--- config.mk ---
export PLATFORM = sky130hd
export DESIGN_NAME = sag_detect
export DESIGN_NICKNAME = d
export VERILOG_FILES = /design/src/rtl/sag_pkg.sv /design/src/rtl/sag_datapath.sv /design/src/rtl/sag_control.sv /design/src/rtl/sag_detect.sv
export SDC_FILE = /design/constraint.sdc
export NUM_CORES = 1
export LEC_CHECK = 0
export BUFFER_PORTS_ARGS = -buffer_cell sky130_fd_sc_hd__buf_2
export CAP_MARGIN = 20
export CELL_PAD_IN_SITES_DETAIL_PLACEMENT = 1
export CELL_PAD_IN_SITES_GLOBAL_PLACEMENT = 1
export CORE_UTILIZATION = 40
export DETAILED_ROUTE_END_ITERATION = 10
export GPL_TIMING_DRIVEN = 1
export PLACE_DENSITY = 0.8
export SYNTH_ARGS = -nofsm -noshare
export SYNTH_HDL_FRONTEND = slang
export SYNTH_SLANG_ARGS = --single-unit
--- constraint.sdc ---
create_clock -name clk -period 9.77 [get_ports clk]
set_input_delay 0.4885 -clock clk [delete_from_list [all_inputs] [get_ports clk]]
set_output_delay 0.4885 -clock clk [all_outputs]
set_load 0.1 [all_outputs]
--- src/rtl/sag_pkg.sv ---
package sag_pkg;
  // strobes issued by the control to the datapath at a line-cycle boundary
  typedef struct packed {
    logic peakRestart;
    logic runInc;
    logic runClr;
  } sagStrobe_t;
endpackage

--- src/rtl/sag_datapath.sv ---
module sag_datapath
  import sag_pkg::*;
#(
  parameter int SAMPLE_W = 16,
  parameter int LVL_W    = 8,
  parameter int CNT_W    = 8,
  parameter logic [CNT_W-1:0] CYC_RST = '1
) (
  input  logic                clk,
  input  logic                rstN,
  input  logic                sampleValid,
  input  logic [SAMPLE_W-1:0] sampleIn,
  input  logic                cycWrEn,
  input  logic [CNT_W-1:0]    cycWrData,
  input  logic                lvlWrEn,
  input  logic [LVL_W-1:0]    lvlWrData,
  input  sagStrobe_t          strobes,
  output logic                closingLow,
  output logic                runHit
);
  localparam int MAG_W = SAMPLE_W - 1;
  localparam logic [CNT_W-1:0] CNT_MAX = '1;

  logic [MAG_W-1:0] mag;
  logic [LVL_W-1:0] sampleTop;
  logic [LVL_W-1:0] peakReg, closingPeak;
  logic [LVL_W-1:0] lvlReg;
  logic [CNT_W-1:0] cycReg, runCnt;
  logic [CNT_W:0]   runNext;

  // saturating absolute value
  always_comb begin
    if (sampleIn[SAMPLE_W-1]) begin
      if (sampleIn[MAG_W-1:0] == '0) mag = '1;
      else                           mag = MAG_W'(~sampleIn[MAG_W-1:0] + 1'b1);
    end else begin
      mag = sampleIn[MAG_W-1:0];
    end
  end

  assign sampleTop   = mag[MAG_W-1 -: LVL_W];
  assign closingPeak = (sampleValid && sampleTop > peakReg) ? sampleTop : peakReg;
  assign closingLow  = closingPeak < lvlReg;
  assign runNext     = {1'b0, runCnt} + 1'b1;
  assign runHit      = runNext == {1'b0, cycReg};

  always_ff @(posedge clk or negedge rstN) begin
    if (!rstN) begin
      lvlReg <= '0;
      cycReg <= CYC_RST;
    end else begin
      if (lvlWrEn) lvlReg <= lvlWrData;
      if (cycWrEn) cycReg <= cycWrData;
    end
  end

  always_ff @(posedge clk or negedge rstN) begin
    if (!rstN)                    peakReg <= '0;
    else if (strobes.peakRestart) peakReg <= '0;
    else                          peakReg <= closingPeak;
  end

  always_ff @(posedge clk or negedge rstN) begin
    if (!rstN)               runCnt <= '0;
    else if (strobes.runClr) runCnt <= '0;
    else if (strobes.runInc && runCnt != CNT_MAX) runCnt <= runNext[CNT_W-1:0];
  end

  AST_PEAK_RESTART: assert property (@(posedge clk) disable iff (!rstN)
    strobes.peakRestart |=> peakReg == '0);
  AST_PEAK_MONO: assert property (@(posedge clk) disable iff (!rstN)
    !strobes.peakRestart |=> peakReg >= $past(peakReg));
  AST_RUN_CLEAR: assert property (@(posedge clk) disable iff (!rstN)
    strobes.runClr |=> runCnt == '0);
  AST_NO_OVERFLOW: assert property (@(posedge clk) disable iff (!rstN)
    (strobes.runInc && runCnt == CNT_MAX) |=> runCnt == CNT_MAX);
endmodule

--- src/rtl/sag_control.sv ---
module sag_control
  import sag_pkg::*;
(
  input  logic       clk,
  input  logic       rstN,
  input  logic       cycleStrobe,
  input  logic       closingLow,
  input  logic       runHit,
  input  logic       statusClr,
  output sagStrobe_t strobes,
  output logic       sagActive,
  output logic       sagSticky
);
  logic sagSet;

  always_comb begin
    strobes.peakRestart = cycleStrobe;
    strobes.runInc      = cycleStrobe && closingLow;
    strobes.runClr      = cycleStrobe && !closingLow;
  end

  assign sagSet = strobes.runInc && runHit;

  always_ff @(posedge clk or negedge rstN) begin
    if (!rstN)               sagActive <= 1'b0;
    else if (strobes.runClr) sagActive <= 1'b0;
    else if (sagSet)         sagActive <= 1'b1;
  end

  always_ff @(posedge clk or negedge rstN) begin
    if (!rstN)          sagSticky <= 1'b0;
    else if (sagSet)    sagSticky <= 1'b1;
    else if (statusClr) sagSticky <= 1'b0;
  end

  AST_SAG_RELEASE: assert property (@(posedge clk) disable iff (!rstN)
    strobes.runClr |=> !sagActive);
  AST_SAG_ON_STROBE: assert property (@(posedge clk) disable iff (!rstN)
    !cycleStrobe |=> $stable(sagActive));
  AST_STICKY_SET: assert property (@(posedge clk) disable iff (!rstN)
    $rose(sagActive) |-> sagSticky);
  AST_STROBE_EXCL: assert property (@(posedge clk) disable iff (!rstN)
    !(strobes.runInc && strobes.runClr));
endmodule

--- src/rtl/sag_detect.sv ---
module sag_detect
  import sag_pkg::*;
#(
  parameter int SAMPLE_W = 16,
  parameter int LVL_W    = 8,
  parameter int CNT_W    = 8
) (
  input  logic                clk,
  input  logic                rstN,
  input  logic                sampleValid,
  input  logic [SAMPLE_W-1:0] sampleIn,
  input  logic                cycleStrobe,
  input  logic                cycWrEn,
  input  logic [CNT_W-1:0]    cycWrData,
  input  logic                lvlWrEn,
  input  logic [LVL_W-1:0]    lvlWrData,
  input  logic                statusClr,
  output logic                sagN,
  output logic                sagSticky
);
  sagStrobe_t strobes;
  logic closingLow, runHit, sagActive;

  sag_datapath #(.SAMPLE_W(SAMPLE_W), .LVL_W(LVL_W), .CNT_W(CNT_W)) uDp (
    .clk(clk), .rstN(rstN), .sampleValid(sampleValid), .sampleIn(sampleIn),
    .cycWrEn(cycWrEn), .cycWrData(cycWrData), .lvlWrEn(lvlWrEn),
    .lvlWrData(lvlWrData), .strobes(strobes), .closingLow(closingLow),
    .runHit(runHit)
  );

  sag_control uCtl (
    .clk(clk), .rstN(rstN), .cycleStrobe(cycleStrobe), .closingLow(closingLow),
    .runHit(runHit), .statusClr(statusClr), .strobes(strobes),
    .sagActive(sagActive), .sagSticky(sagSticky)
  );

  assign sagN = !sagActive;

  AST_RESET_IDLE: assert property (@(posedge clk) disable iff (!rstN)
    $past(!rstN) |-> (sagN && !sagSticky));
endmodule

==> results.yml, run 1 <==
floorplan:
  start_util: 0.420
  die_area_sq_um: 6200
  die_w_um: 78.8
  ios: 41
  rows: 27
  dieHeight_um: 78.8
  core-area_sq_um: 5610
run:
  max_cap_violations: 0
synthesis:
  synth-edff-count: 0
  synth-adder-area-share: 0.0849
  synth.cell_area_sq_um: 2360
  synth_top_family_by_area: "simple AND/OR/NAND/NOR gates"
  synth_xor_area_frac: 0.0594
  synthMuxAreaShare: 0.0801
  synth-seq-cells: 34
  synth_cell_types: 44
  async_flop_share: 1.00
  synth_compound_area_frac: 0.162
  syn_avg_cell_area_sq_um: 9.17
  synth_flop_cell: "dfrtp_1"
  synth-simple-area-share: 0.188
  syn-num-nets: 312
  synth_seq_area_share: 0.365
  ys_warn_count: 0
  syn-instance-count: 257
route:
  vias: 2048
  detail_route.first_pass.iterations: 4
  wl_per_cell_um: 15.6
  drt_iter0_drc: 60
  ant_nets: 0
  avgViaCountPerCell: 5.52
  wl_um: 5780
  drc: 0
layout:
  final_common_cell: "buf_2"
  layout_common_cells: "buf_2, inv_1, dfrtp_1, nand2_1"
  syn_to_final_growth_pct: 14.6
  fin_area_sq_um: 2700
  diodes: 0
  fin_nets: 353
  drive_above_1_share: 0.264
  finalNonFillerCells: 371
placement:
  place_area_sq_um: 2610
  gp_congestion: 0.790
  dpl.hpwl_um: 4610
  place_inst: 363
  io_buffer_count: 40
  dp_slack_ns: 4.51
power_and_ir_drop:
  powerDensity_nw_per_um2: 156
  power_leakage_nw: 1.21
  p_total_w: 0.000421
  max-vdd-ir-drop_mv: 0.0889
global_routing:
  met3_usage: 0.0356
  met1_usage: 0.253
  gr-total-overflow: 0
  grt_usage: 0.209
  grt_max_degree: 35
  grt_pass1_vias: 2173
  gr-max-usage-layer: "met2"
  grt_pass1_wl_um: 10000
  met2_usage: 0.372
  antenna_found_initial: 0
sta:
  tns_ns: 0
  max-slew-margin-rel: 0.496
  hold_violations: 0
  fmax_ghz: 0.202
  rsz0062_at_grt: "false"
  setup_viol: 0
  fin_ws_ns: 4.83
  min_period_ns: 4.94
  slew_viol_final: 0
  fin_crit_sh: 0.506
  fin_worst_skew_ns: 0.00666
  tightest_slew_ns: 0.756
status:
  status: "complete, no violations"
clock_tree:
  cts-htree-levels: 2
  cts.sinks: 34
  postCtsResizedCells: 0
  postCtsSetupRepairBufs: 0
  cts_buffers: 5
  insertion_delay_ns: 0.29
  cts_tree: "built"
  cts_buffer_depth: 2
  path_clk_slew_ns: 0.07
  clockRootBuffer: "clkbuf_8"
  hold_buffers: 0
critical_path:
  crit_arrival_ns: 5.08
  timing.rr.start: "uDp.peakReg[2]"
  reg2reg_depth: 15
  crit_fanout: 9
  critPathLaunchType: "primary input"
  ff2ff_setup_slack_ns: 5.75
  r2r_end: "uDp.runCnt[1]"
  crit_required_ns: 9.91
  critPathKind: "primary input to register"
  critPathCaptureType: "register"
min_path:
  hold_path_class: "primary input to asynchronous set/reset pin"
[flip-flops by register name (all words and copies together) (netlist names)]
name	cells
uCtl.sagActive	1
uDp.peakReg	8
uDp.cycReg	8
uDp.lvlReg	8
uCtl.sagSticky	1
uDp.runCnt	8
[cell families after synthesis]
| family | after synthesis |
|---|---|
| buf+inv | 34 |
| compound gates | 58 |
| flops | 34 |
| mux | 17 |
| xor+xnor | 16 |
| simple gates | 82 |
| fa+ha+maj | 16 |
[Yosys cell counts (all sizes together) (8+ instances only)]
cell type | n | area share
a21oi | 10 | 0.021
dfrtp | 26 | 0.28
dfstp | 8 | 0.089
ha | 16 | 0.085
inv | 28 | 0.045
mux2 | 15 | 0.072
nand2 | 22 | 0.035
nor2 | 16 | 0.025
nor2b | 11 | 0.029
nor3 | 8 | 0.017
o21ai | 21 | 0.045
xnor2 | 10 | 0.037
[worst max-delay path by stage]
stage                     depth (start not counted)  slack (ns)       endpoint   startpoint
after floorplan                                  19        5.19  uDp.runCnt[0]  sampleIn[2]
after global placement                           19        4.74  uDp.runCnt[1]  sampleIn[2]
after detailed placement                         19        4.51  uDp.runCnt[1]  sampleIn[2]
after CTS                                        19        4.79  uDp.runCnt[1]  sampleIn[2]
after global routing                             19        4.41  uDp.runCnt[1]  sampleIn[2]
final                                            19        4.83  uDp.runCnt[1]  sampleIn[2]
[final cells by class]
cell class | count | area, sq um
Sequential cell | 34 | 861
Multi-Input combinational cell | 189 | 1350
Clock buffer | 7 | 86.3
Timing Repair Buffer | 40 | 200
Tap cell | 72 | 90.1
Clock inverter | 1 | 5.00
Fill cell | 691 | 2910
Inverter | 28 | 105
[through the flow]
step / hold WS, ns / utilization
4_1_cts: 0.289 / 0.482
5_1_grt: 0.315 / 0.482
3_3_place_gp: 0.497 / 0.465
6_report: 0.265 / 0.482
2_1_floorplan: 0.193 / -
3_5_place_dp: 0.514 / 0.465
[worst max-delay path, cell delays in order]
cell and delay (ns):
buf_2 0.11, nor4_4 0.35, nand3_1 0.23, o31a_2 0.33, o21a_1 0.19, ha_1 0.28
nand4_1 0.09, or3b_1 0.36, a21o_1 0.20, and2_4 0.21, mux2_2 0.29, ha_1 0.33
nand2_1 0.10, o21ai_0 0.32, nor4_1 0.11, a32oi_1 0.30, a21oi_1 0.13, nor2b_1 0.47
o22ai_1 0.19
[power breakdown]
group / switching, W / leakage [nW] / internal (W)
Combinational: 0.0000776 / 0.734 / 0.0000591
Clock: 0.0000519 / 0.0482 / 0.0000568
Sequential: 0.0000162 / 0.424 / 0.000160
[metal layers]
metal | up-vias | wire length, um
met5 | - | 0
met4 | 0 | 123
met3 | 11 | 228
met2 | 54 | 2850
met1 | 995 | 2580
li1 | 988 | -
Power figures use the tool's default switching activity.
==> inputs of run 2 (changes only) <==
- clock period: 9.77 -> 4.68 ns (I/O delays scaled with it)
==> results.yml, run 2 (same netlist as run 1, synthesis figures left out) <==
status:
  status: "complete, no violations"
sta:
  setup_viol: 0
  rsz0062_at_grt: "false"
  fin_ws_ns: 0.264
  fin_worst_skew_ns: 0.0113
  min_period_ns: 4.42
  hold_violations: 0
  slew_viol_final: 0
  tns_ns: 0
  fmax_ghz: 0.226
  max-slew-margin-rel: 0.498
  fin_crit_sh: 0.944
  tightest_slew_ns: 0.753
clock_tree:
  cts_buffers: 5
  insertion_delay_ns: 0.29
  cts-htree-levels: 2
  clockRootBuffer: "clkbuf_8"
  cts_tree: "built"
  path_clk_slew_ns: 0.08
  cts.sinks: 34
  cts_buffer_depth: 2
  postCtsSetupRepairBufs: 0
layout:
  finalNonFillerCells: 380
  n_fill_cell: 688
  final_common_cell: "buf_2"
  diodes: 0
  fin_nets: 362
  layout_common_cells: "buf_2, inv_1, dfrtp_1, nand2_1"
  syn_to_final_growth_pct: 17.1
  drive_above_1_share: 0.286
placement:
  dpl.hpwl_um: 4700
  place_inst: 372
  gp_congestion: 0.801
  io_buffer_count: 40
  dp_slack_ns: -0.0522
floorplan:
  core-area_sq_um: 5610
  start_util: 0.420
  die_w_um: 78.8
  rows: 27
  dieHeight_um: 78.8
  die_area_sq_um: 6200
  ios: 41
critical_path:
  critPathCaptureType: "register"
  critPathLaunchType: "primary input"
  ff2ff_setup_slack_ns: 0.87
  r2r_end: "uDp.runCnt[5]"
  reg2reg_depth: 15
  crit_arrival_ns: 4.61
  crit_required_ns: 4.88
  critPathKind: "primary input to register"
  crit_fanout: 9
  timing.rr.start: "uDp.peakReg[0]"
power_and_ir_drop:
  powerDensity_nw_per_um2: 317
  p_total_w: 0.000874
  max-vdd-ir-drop_mv: 0.194
  power_leakage_nw: 1.25
global_routing:
  gr-total-overflow: 0
  grt_pass1_vias: 2174
  antenna_found_initial: 0
  grt_usage: 0.207
  grt_max_degree: 35
  grt_pass1_wl_um: 10000
route:
  drc: 0
  avgViaCountPerCell: 5.42
  ant_nets: 0
  wl_um: 5800
  drt_iter0_drc: 68
  wl_per_cell_um: 15.3
  vias: 2061
  detail_route.first_pass.iterations: 4
run:
  max_cap_violations: 0
min_path:
  hold_path_class: "primary input to asynchronous set/reset pin"
==> run 2: layout make-up <==
cell class                      count  area [sq um]  area share
Clock inverter                      2          10.0     0.00363
Sequential cell                    34           861       0.312
Clock buffer                        6          72.6      0.0263
Tap cell                           72          90.1      0.0326
Multi-Input combinational cell    189          1350       0.490
Inverter                           28           105      0.0381
Timing Repair Buffer               49           268      0.0970
==> run 2: repair_timing <==
action	in CTS	in global routing
hold buffers	0	0
setup endpoints to repair	0	4
resized for setup	0	2
==> run 2: power by group <==
group          total [W]  internal, W  switching, W
clock           0.000208     0.000103      0.000105
combinational   0.000300     0.000135      0.000165
sequential      0.000366     0.000333     0.0000327
total           0.000874     0.000571      0.000303
==> run 2: metrics by stage <==
stage | util | hold WS, ns | area, sq um
5_1_grt | 0.492 | 0.0729 | 2760
3_5_place_dp | 0.477 | 0.353 | 2680
2_1_floorplan | - | -0.0616 | 2360
6_report | 0.492 | 0.0102 | 2760
4_1_cts | 0.492 | 0.0393 | 2760
3_3_place_gp | 0.477 | 0.344 | 2680
==> run 2: worst max-delay path, stage by stage <==
cell     delay, ns
buf_2         0.11
nor4_4        0.37
nand3_1       0.18
buf_4         0.18
nor3_1        0.13
a21oi_1       0.09
ha_1          0.33
nand4_1       0.12
or3b_1        0.36
a21o_1        0.18
and2_4        0.20
mux2_2        0.30
ha_1          0.31
a21oi_1       0.13
o21ai_0       0.12
or3_1         0.39
a221o_2       0.32
a21oi_1       0.15
nor2b_1       0.07
buf_4         0.16
o21ai_1       0.17
==> run 2: per-layer routing <==
metal,track usage,up-vias,part of all wire
li1,-,1007,-
met1,0.260,991,0.45
met2,0.358,54,0.49
met3,0.0368,9,0.043
met4,0.0685,0,0.015
met5,0,-,0
==> run 2: worst max-delay path by stage <==
stage / startpoint / end / slack [ns] / cells after the start
global placement: sampleIn[2] / uDp.runCnt[1] / 0.12 / 20
global route: sampleIn[2] / uDp.runCnt[5] / 0.004 / 21
detailed placement: sampleIn[2] / uDp.runCnt[5] / -0.05 / 21
CTS: sampleIn[2] / uDp.runCnt[5] / 0.24 / 21
finish: sampleIn[2] / uDp.runCnt[5] / 0.26 / 21
floorplan: sampleIn[2] / uDp.runCnt[0] / 0.35 / 19
